`src/rtl/irq_hub_pkg.sv`:
```
// Package: shared constants and types for the interrupt collector.
// Assumes: default source counts are 2 external pins and 3 internal events.
package irq_hub_pkg;

    localparam int unsigned EXT_DEF   = 2;
    localparam int unsigned INT_DEF   = 3;
    localparam int unsigned SYNC_DEF  = 2;

    // Software register select values on sw_addr_i.
    typedef enum logic {
        SEL_ENABLE   = 1'b0,
        SEL_PEND_CLR = 1'b1
    } sw_sel_e;

endpackage

```
`src/rtl/irq_hub_sync.sv`:
```
// Module: synchronises asynchronous pins and detects their rising edges.
// Assumes: STAGES >= 2; an edge pulse lasts one cycle, and the cycle after
// the last synchroniser stage goes high.
module irq_hub_sync #(
    parameter int unsigned WIDTH  = 2,
    parameter int unsigned STAGES = 2
) (
    input  logic             clk,
    input  logic             rst_n,
    input  logic [WIDTH-1:0] pin_i,
    output logic [WIDTH-1:0] rise_o
);

    localparam int unsigned CHAIN = STAGES + 1;

    for (genvar g = 0; g < WIDTH; g++) begin : g_pin
        logic [CHAIN-1:0] chain_q;

        // Shift the pin through the synchroniser and a history stage.
        always_ff @(posedge clk) begin
            if (!rst_n) begin
                chain_q <= '0;
            end else begin
                chain_q <= {chain_q[CHAIN-2:0], pin_i[g]};
            end
        end

        // Rising edge: last synchroniser stage high, history stage low.
        always_comb begin
            rise_o[g] = chain_q[STAGES-1] & ~chain_q[STAGES];
        end
    end

endmodule

```
`src/rtl/irq_hub_pend.sv`:
```
// Module: holds the pending and enable registers.
// Assumes: a set wins over a write-one clear in the same cycle; enable is
// loaded whole by a software write with the enable select.
module irq_hub_pend
    import irq_hub_pkg::*;
#(
    parameter int unsigned N_SRC = 5
) (
    input  logic             clk,
    input  logic             rst_n,
    input  logic [N_SRC-1:0] set_i,
    input  logic             sw_we_i,
    input  logic             sw_addr_i,
    input  logic [N_SRC-1:0] sw_wdata_i,
    output logic [N_SRC-1:0] pend_o,
    output logic [N_SRC-1:0] en_o
);

    logic [N_SRC-1:0] pend_q;
    logic [N_SRC-1:0] en_q;
    logic [N_SRC-1:0] clr_mask;
    logic             wr_en_reg;

    // Decode the software write into a clear mask and an enable load.
    always_comb begin
        clr_mask  = '0;
        wr_en_reg = 1'b0;
        if (sw_we_i) begin
            if (sw_sel_e'(sw_addr_i) == SEL_PEND_CLR) begin
                clr_mask = sw_wdata_i;
            end else begin
                wr_en_reg = 1'b1;
            end
        end
    end

    // Update pending bits: clear selected bits, then apply new events.
    always_ff @(posedge clk) begin
        if (!rst_n) begin
            pend_q <= '0;
        end else begin
            pend_q <= (pend_q & ~clr_mask) | set_i;
        end
    end

    // Load the enable register on a software write.
    always_ff @(posedge clk) begin
        if (!rst_n) begin
            en_q <= '0;
        end else if (wr_en_reg) begin
            en_q <= sw_wdata_i;
        end
    end

    assign pend_o = pend_q;
    assign en_o   = en_q;

endmodule

```
`src/rtl/irq_hub_nmi.sv`:
```
// Module: host non-maskable request and its state-save mode bit.
// Assumes: every host write loads the mode bit; a new host request in the
// same cycle as an acknowledge keeps the request set.
module irq_hub_nmi (
    input  logic clk,
    input  logic rst_n,
    input  logic host_wr_i,
    input  logic host_nmi_i,
    input  logic host_nosave_i,
    input  logic ack_i,
    output logic nmi_o,
    output logic nosave_o
);

    logic nmi_q;
    logic nosave_q;
    logic nmi_set;

    // A host write with the request bit set raises the request.
    always_comb begin
        nmi_set = host_wr_i & host_nmi_i;
    end

    // Hold the request until the core acknowledges it.
    always_ff @(posedge clk) begin
        if (!rst_n) begin
            nmi_q <= 1'b0;
        end else if (nmi_set) begin
            nmi_q <= 1'b1;
        end else if (ack_i && nmi_q) begin
            nmi_q <= 1'b0;
        end
    end

    // Capture the state-save mode on every host write.
    always_ff @(posedge clk) begin
        if (!rst_n) begin
            nosave_q <= 1'b0;
        end else if (host_wr_i) begin
            nosave_q <= host_nosave_i;
        end
    end

    assign nmi_o    = nmi_q;
    assign nosave_o = nosave_q;

endmodule

```
`src/rtl/irq_hub_arb.sv`:
```
// Module: fixed-priority arbiter over the maskable sources plus the host
// non-maskable request.
// Assumes: the non-maskable request is index N_SRC and beats all others;
// among maskable sources the lowest index wins; vector reads 0 when idle.
module irq_hub_arb #(
    parameter int unsigned N_SRC = 5,
    parameter int unsigned VEC_W = 3
) (
    input  logic [N_SRC-1:0] pend_i,
    input  logic [N_SRC-1:0] en_i,
    input  logic             nmi_i,
    input  logic             nosave_i,
    output logic             req_o,
    output logic             nmi_o,
    output logic [VEC_W-1:0] vec_o,
    output logic             save_o
);

    logic [N_SRC-1:0] active;
    logic [VEC_W-1:0] low_idx;

    // Find the lowest-index source that is both pending and enabled.
    always_comb begin
        active  = pend_i & en_i;
        low_idx = '0;
        for (int i = N_SRC - 1; i >= 0; i--) begin
            if (active[i]) begin
                low_idx = VEC_W'(i);
            end
        end
    end

    // Merge in the non-maskable request and form the core outputs.
    always_comb begin
        req_o  = nmi_i | (|active);
        nmi_o  = nmi_i;
        vec_o  = nmi_i ? VEC_W'(N_SRC) : low_idx;
        save_o = nmi_i ? ~nosave_i : 1'b1;
    end

endmodule

```
`src/rtl/irq_hub.sv`:
```
// Module: top of the interrupt collector. Synchronises the external pins,
// records events as pending, masks them with the enable register and
// presents one prioritised request to the core.
// Assumes: internal event strobes are already in the clk domain; software
// and host writes are single-cycle strobes.
module irq_hub
    import irq_hub_pkg::*;
#(
    parameter int unsigned N_EXT  = EXT_DEF,
    parameter int unsigned N_INT  = INT_DEF,
    parameter int unsigned STAGES = SYNC_DEF,
    localparam int unsigned N_SRC = N_EXT + N_INT,
    localparam int unsigned VEC_W = $clog2(N_SRC + 1)
) (
    input  logic             clk,
    input  logic             rst_n,
    input  logic [N_EXT-1:0] ext_irq_i,
    input  logic [N_INT-1:0] int_evt_i,
    input  logic             sw_we_i,
    input  logic             sw_addr_i,
    input  logic [N_SRC-1:0] sw_wdata_i,
    input  logic             host_wr_i,
    input  logic             host_nmi_i,
    input  logic             host_nosave_i,
    input  logic             irq_ack_i,
    output logic [N_SRC-1:0] pending_o,
    output logic [N_SRC-1:0] enable_o,
    output logic             irq_req_o,
    output logic             irq_nmi_o,
    output logic [VEC_W-1:0] irq_vec_o,
    output logic             save_state_o
);

    logic [N_EXT-1:0] ext_rise;
    logic [N_SRC-1:0] set_vec;
    logic             nmi_q;
    logic             nosave_q;

    irq_hub_sync #(
        .WIDTH  (N_EXT),
        .STAGES (STAGES)
    ) i_sync (
        .clk    (clk),
        .rst_n  (rst_n),
        .pin_i  (ext_irq_i),
        .rise_o (ext_rise)
    );

    // External edges take the low indices, internal events the high ones.
    always_comb begin
        set_vec = {int_evt_i, ext_rise};
    end

    irq_hub_pend #(
        .N_SRC (N_SRC)
    ) i_pend (
        .clk        (clk),
        .rst_n      (rst_n),
        .set_i      (set_vec),
        .sw_we_i    (sw_we_i),
        .sw_addr_i  (sw_addr_i),
        .sw_wdata_i (sw_wdata_i),
        .pend_o     (pending_o),
        .en_o       (enable_o)
    );

    irq_hub_nmi i_nmi (
        .clk           (clk),
        .rst_n         (rst_n),
        .host_wr_i     (host_wr_i),
        .host_nmi_i    (host_nmi_i),
        .host_nosave_i (host_nosave_i),
        .ack_i         (irq_ack_i),
        .nmi_o         (nmi_q),
        .nosave_o      (nosave_q)
    );

    irq_hub_arb #(
        .N_SRC (N_SRC),
        .VEC_W (VEC_W)
    ) i_arb (
        .pend_i   (pending_o),
        .en_i     (enable_o),
        .nmi_i    (nmi_q),
        .nosave_i (nosave_q),
        .req_o    (irq_req_o),
        .nmi_o    (irq_nmi_o),
        .vec_o    (irq_vec_o),
        .save_o   (save_state_o)
    );

endmodule

```
`config.mk`:
```
export PLATFORM = sky130hd
export DESIGN_NAME = irq_hub
export DESIGN_NICKNAME = d
export VERILOG_FILES = /design/src/rtl/irq_hub_pkg.sv /design/src/rtl/irq_hub_sync.sv /design/src/rtl/irq_hub_pend.sv /design/src/rtl/irq_hub_nmi.sv /design/src/rtl/irq_hub_arb.sv /design/src/rtl/irq_hub.sv
export SDC_FILE = /design/constraint.sdc
export NUM_CORES = 1
export LEC_CHECK = 0
export BUFFER_PORTS_ARGS = -buffer_cell sky130_fd_sc_hd__buf_2
export CAP_MARGIN = 20
export CORE_MARGIN = 5
export CORE_UTILIZATION = 47
export CTS_CLUSTER_SIZE = 24
export DETAILED_ROUTE_END_ITERATION = 16
export GPL_TIMING_DRIVEN = 1
export PLACE_DENSITY = 0.82
export SLEW_MARGIN = 5
export SYNTH_ARGS = -nofsm -noshare
export SYNTH_HDL_FRONTEND = slang
export SYNTH_HIERARCHICAL = 1
export SYNTH_SLANG_ARGS = --single-unit
```
`constraint.sdc`:
```
create_clock -name clk -period 2.5 [get_ports clk]
set_input_delay 0.25 -clock clk [delete_from_list [all_inputs] [get_ports clk]]
set_output_delay 0.25 -clock clk [all_outputs]
set_load 0.005 [all_outputs]
```
# --- Yosys cells after proc, flatten, opt, wreduce, memory -nomap -nowiden ---
# Index checks and enable logic that the tools add are counted.
word_totals:
  ff_bits: 18
  input_bits: 18
  output_inout_bits: 16
  wordCells: 33
op_classes:
  muxes: 13
  bitwise_logic: 11
  n_reduce_logical: 3
ops:
  columns: ["op", "count"]
  rows:
  - ["2-to-1 mux 3 bit", 6]
  - ["bitwise AND 5 bit", 2]
  - ["2-to-1 mux 5 bit", 2]
  - ["2-to-1 mux 1 bit", 5]
  - ["inverter 5 bit", 1]
  - ["bitwise OR 5 bit", 1]
  - ["OR reduction 5 bit", 1]
  - ["bitwise AND 1 bit", 3]
  - ["inverter 1 bit", 3]
  - ["nonzero test 2 bit", 1]
  - ["logical AND 1 bit", 1]
  - ["bitwise OR 1 bit", 1]

# --- Longest topological paths before layout ---
logic_depth:
  depth_word: 7
  depth_mapped: 3
  ltp_nobuf: 3

# --- By module ---
# The synthesis kept the hierarchy.
modules_own_cells:
  columns: ["mod", "n_inst", "cells_per_inst", "area_per_inst_um2", "seq_area_each_um2"]
  rows:
  - ["irq_hub_pend", 1, 44, 405.4, 200.2]
  - ["irq_hub_sync", 1, 14, 170.2, 120.1]
  - ["irq_hub_arb", 1, 14, 81.3, 0.0]
  - ["irq_hub_nmi", 1, 7, 73.8, 40.0]

# --- Least setup slack after synthesis ---
# No wires, ideal clock.
synth_timing:
  path_type: "register to output"
  startpoint: "register i_pend.pend_q[2], in the netlist i_pend/pend_o[2]"
  endpoint: "output port irq_vec_o[0]"
  t_arrival_ns: 0.829
  required_ns: 2.250
  setup_slack_ns: 1.421
  stages_incl_launch_ff: 4
  path_buffers: 0
  cell_sequence: "dfxtp_1 > nand2_1 > a32o_1 > a21o_1"
synth_via:
  elab_chain_cells: 5
synth_rtl:
  columns: ["element", "line_no", "text"]
  rows:
  - ["start: declaration", "irq_hub_pend.sv:19", "logic [N_SRC-1:0] pend_q;"]
  - ["start signal: assignment", "irq_hub_pend.sv:42", "pend_q <= (pend_q & ~clr_mask) | set_i;"]
  - ["bitwise AND 5 bit", "irq_hub_arb.sv:24", "active = pend_i & en_i;"]
  - ["2-to-1 mux 3 bit (3 in a row)", "irq_hub_arb.sv:27", "if (active[i]) begin"]
  - ["2-to-1 mux 3 bit", "irq_hub_arb.sv:37", "vec_o = nmi_i ? VEC_W'(N_SRC) : low_idx;"]
  - ["end: declaration", "irq_hub.sv:30", "output logic [VEC_W-1:0] irq_vec_o,"]
# Every way passes these cells.

# --- Final worst setup path ---
layout_timing:
  startpoint: "register i_pend.en_q[2], in the netlist i_pend/en_o[2]"
  endpoint: "output port irq_vec_o[0]"
layout_via:
  elab_chain_cells: 5
layout_rtl:
  columns: ["element", "line_no", "text"]
  rows:
  - ["start: declaration", "irq_hub_pend.sv:20", "logic [N_SRC-1:0] en_q;"]
  - ["start signal: assignment", "irq_hub_pend.sv:51", "en_q <= sw_wdata_i;"]
  - ["bitwise AND 5 bit", "irq_hub_arb.sv:24", null]
  - ["2-to-1 mux 3 bit (3 in a row)", "irq_hub_arb.sv:27", null]
  - ["2-to-1 mux 3 bit", "irq_hub_arb.sv:37", null]
# Every way passes these cells.

==> out/metrics.yaml <==
final-seq-area_um2: 360
status: "completed"
maxCapViolCount: 0
finish.utilization_pct: 61.9
ys_types: 20
viasPerCell: 5.05
hold_path.class: "in -> reg"
vias: 651
critPathKind: "reg -> out"
cp_cell_sequence: "nand2_1, a32o_1, a21o_1, buf_2"
cts_buffer_depth: 2
yosys.area.top_type: "dfxtp_1"
fmax_mhz: 658
startpoint_type: "register"
yosysWarnings: 6
first_pass_iters: 4
globalplace.congestion: 0.836
synthTopCellsByArea: "dfxtp_1, mux2i_1, nand2_1, and2_1, a31oi_1"
slowest_stage: "dfxtp_1"
antenna_found_initial: 0
core_area_um2: 1490
multiInputGateArea_um2: 322
p_per_area_nw_per_um2: 603
tightest_slew_ps: 321
met3_length_um: 147
critPathBufInv: 1
grt_pass1_vias: 609
fin_nets: 132
total_power_mw: 0.556
grt-ovfl-total: 0
die_h_um: 49.4
wl_met2_um: 801
vdd_ir_drop_max_v: 0.000511
htree_num_levels: 1
drive_gt1_share_pct: 33.6
wl_met1_um: 685
fp.dieW_um: 49.4
ys_seq_area_share_pct: 49.3
initial_core_util_pct: 49.1
tns_ps: 0
leakage_nw: 0.466
synth-seq-cells: 18
post_cts_resized: 0
finalMaxSlewViolations: 0
postRouteAntennaNets: 0
port_buffers: 33
rows: 14
post_cts_buffers: 0
syn2layout_area_growth_pct: 26.2
grt_pass1_wl_um: 2640
numCtsBuffers: 3
highest_layer: "met3"
skew_ps: 4.26
drt-initial-drc-count: 9
syn-num-nets: 97
wl_um: 1630
clk_latency_ps: 290
drc: 0
cp_data_arrival_time_ps: 1270
crit_path_max_incr_delay_ps: 380
hpwl_um: 1280
final_cell_mix: "buf_2, dfxtp_1, nand2_1"
worst_path_dominant_cell_family: "compound AO/OA/AOI/OAI gates"
cts_hold_buffers: 0
cts_root_buf: "clkbuf_4"
layout_commonest_cell: "buf_2"
die_area_um2: 2440
grt_max_degree: 24
clock-sinks: 18
endpoint_kind: "output port"
ios: 34
diodes: 0
crit_path_max_fanout: 4
fillers: 133
slew_headroom_pct: 78.6
period_needed_ps: 1520
grt_util_all_layers_pct: 14.0
cts_tree: "built"
hold_violations: 0
fin_crit_sh_pct: 60.8
syn_inst: 79
syn_area_um2: 731
clkTransAtPathRegs_ps: 100
wl_per_cell_um: 12.7
yosysTopAreaCellShare_pct: 49.3
syn_avg_cell_area_um2: 9.25
setup_viol: 0
cp_data_required_time_ps: 2250
grt_setup_unrepaired: "no"
-- worst reg2reg max path, cell delays in order, from the launching register on --
cell     delay, ps
dfxtp_1        320
nor2b_1        150
o21ai_0         90
a31oi_1        160
-- where the power goes --
part | switching [mW] | internal, mW
Clock | 0.0856 | 0.0887
Sequential | 0.0117 | 0.302
Combinational | 0.0324 | 0.0360
Total | 0.130 | 0.427
-- metrics by stage --
stage	setup slack (ps)	std cells	hold WS [ps]	instance area, µm²
finish	980	129	155	922
global route	887	129	136	922
floorplan	1420	79	350	731
detailed placement	1310	125	422	886
CTS	966	129	139	922
global placement	1340	125	412	886
-- synth_stat cells --
cell type	n
mux2i_1	6
nand2b_1	1
nand3_1	1
a22oi_1	1
a21o_1	2
nor2b_4	1
nor2_1	2
a22o_1	1
nor3_1	1
o21ai_0	5
buf_4	1
a21boi_0	1
buf_6	2
nor2b_1	3
dfxtp_1	18
a31oi_1	5
inv_1	5
and2_1	7
nand2_1	15
a32o_1	1
-- sequential cells by signal (all words and copies together) (netlist names) --
register / count
i_nmi/nmi_o: 1
i_pend/pend_o: 5
i_sync/g_pin.chain_q: 6
i_pend/en_o: 5
i_nmi/nosave_o: 1
-- cell families (layout without fill, tap and decap cells) --
kind of cell	after synthesis	in the layout	share of synthesized area, %
muxes	6	6	8.22
and+or+nand+nor	31	31	21.4
AOI/OAI and AO/OA	16	16	14.4
buffers and inverters	8	42	6.68
DFF	18	18	49.3
-- path summary, 6_finish.rpt --
kind | from | slack, ps | cells after the start | to
worst max register to register | i_sync/g_pin[0].chain_q[1]$_SDFF_PN0_ | 1710 | 3 | i_pend/pend_o[0]$_SDFF_PN0_
worst min-delay path | sw_wdata_i[3] | 160 | 2 | i_pend/pend_o[3]$_SDFF_PN0_
worst min register to register | i_sync/g_pin[0].chain_q[0]$_SDFF_PN0_ | 450 | 1 | i_sync/g_pin[0].chain_q[1]$_SDFF_PN0_
worst max-delay path | i_pend/en_o[2]$_SDFFE_PN0P_ | 980 | 4 | irq_vec_o[0]
-- metal layers --
layer	vias up	track usage (%)
met5	-	0
met4	0	4.80
met3	0	7.03
met2	19	23.8
met1	296	14.6
li1	336	-
-- area by class of cell --
type                    count  area share (%)
multi-input cells          53            34.9
well taps                  16            2.17
clock buffers               4            3.93
inverters                   5            2.04
flip-flops and latches     18            39.1
repair buffers             33            17.9
Note: power is estimated with default switching activity, not from simulation.
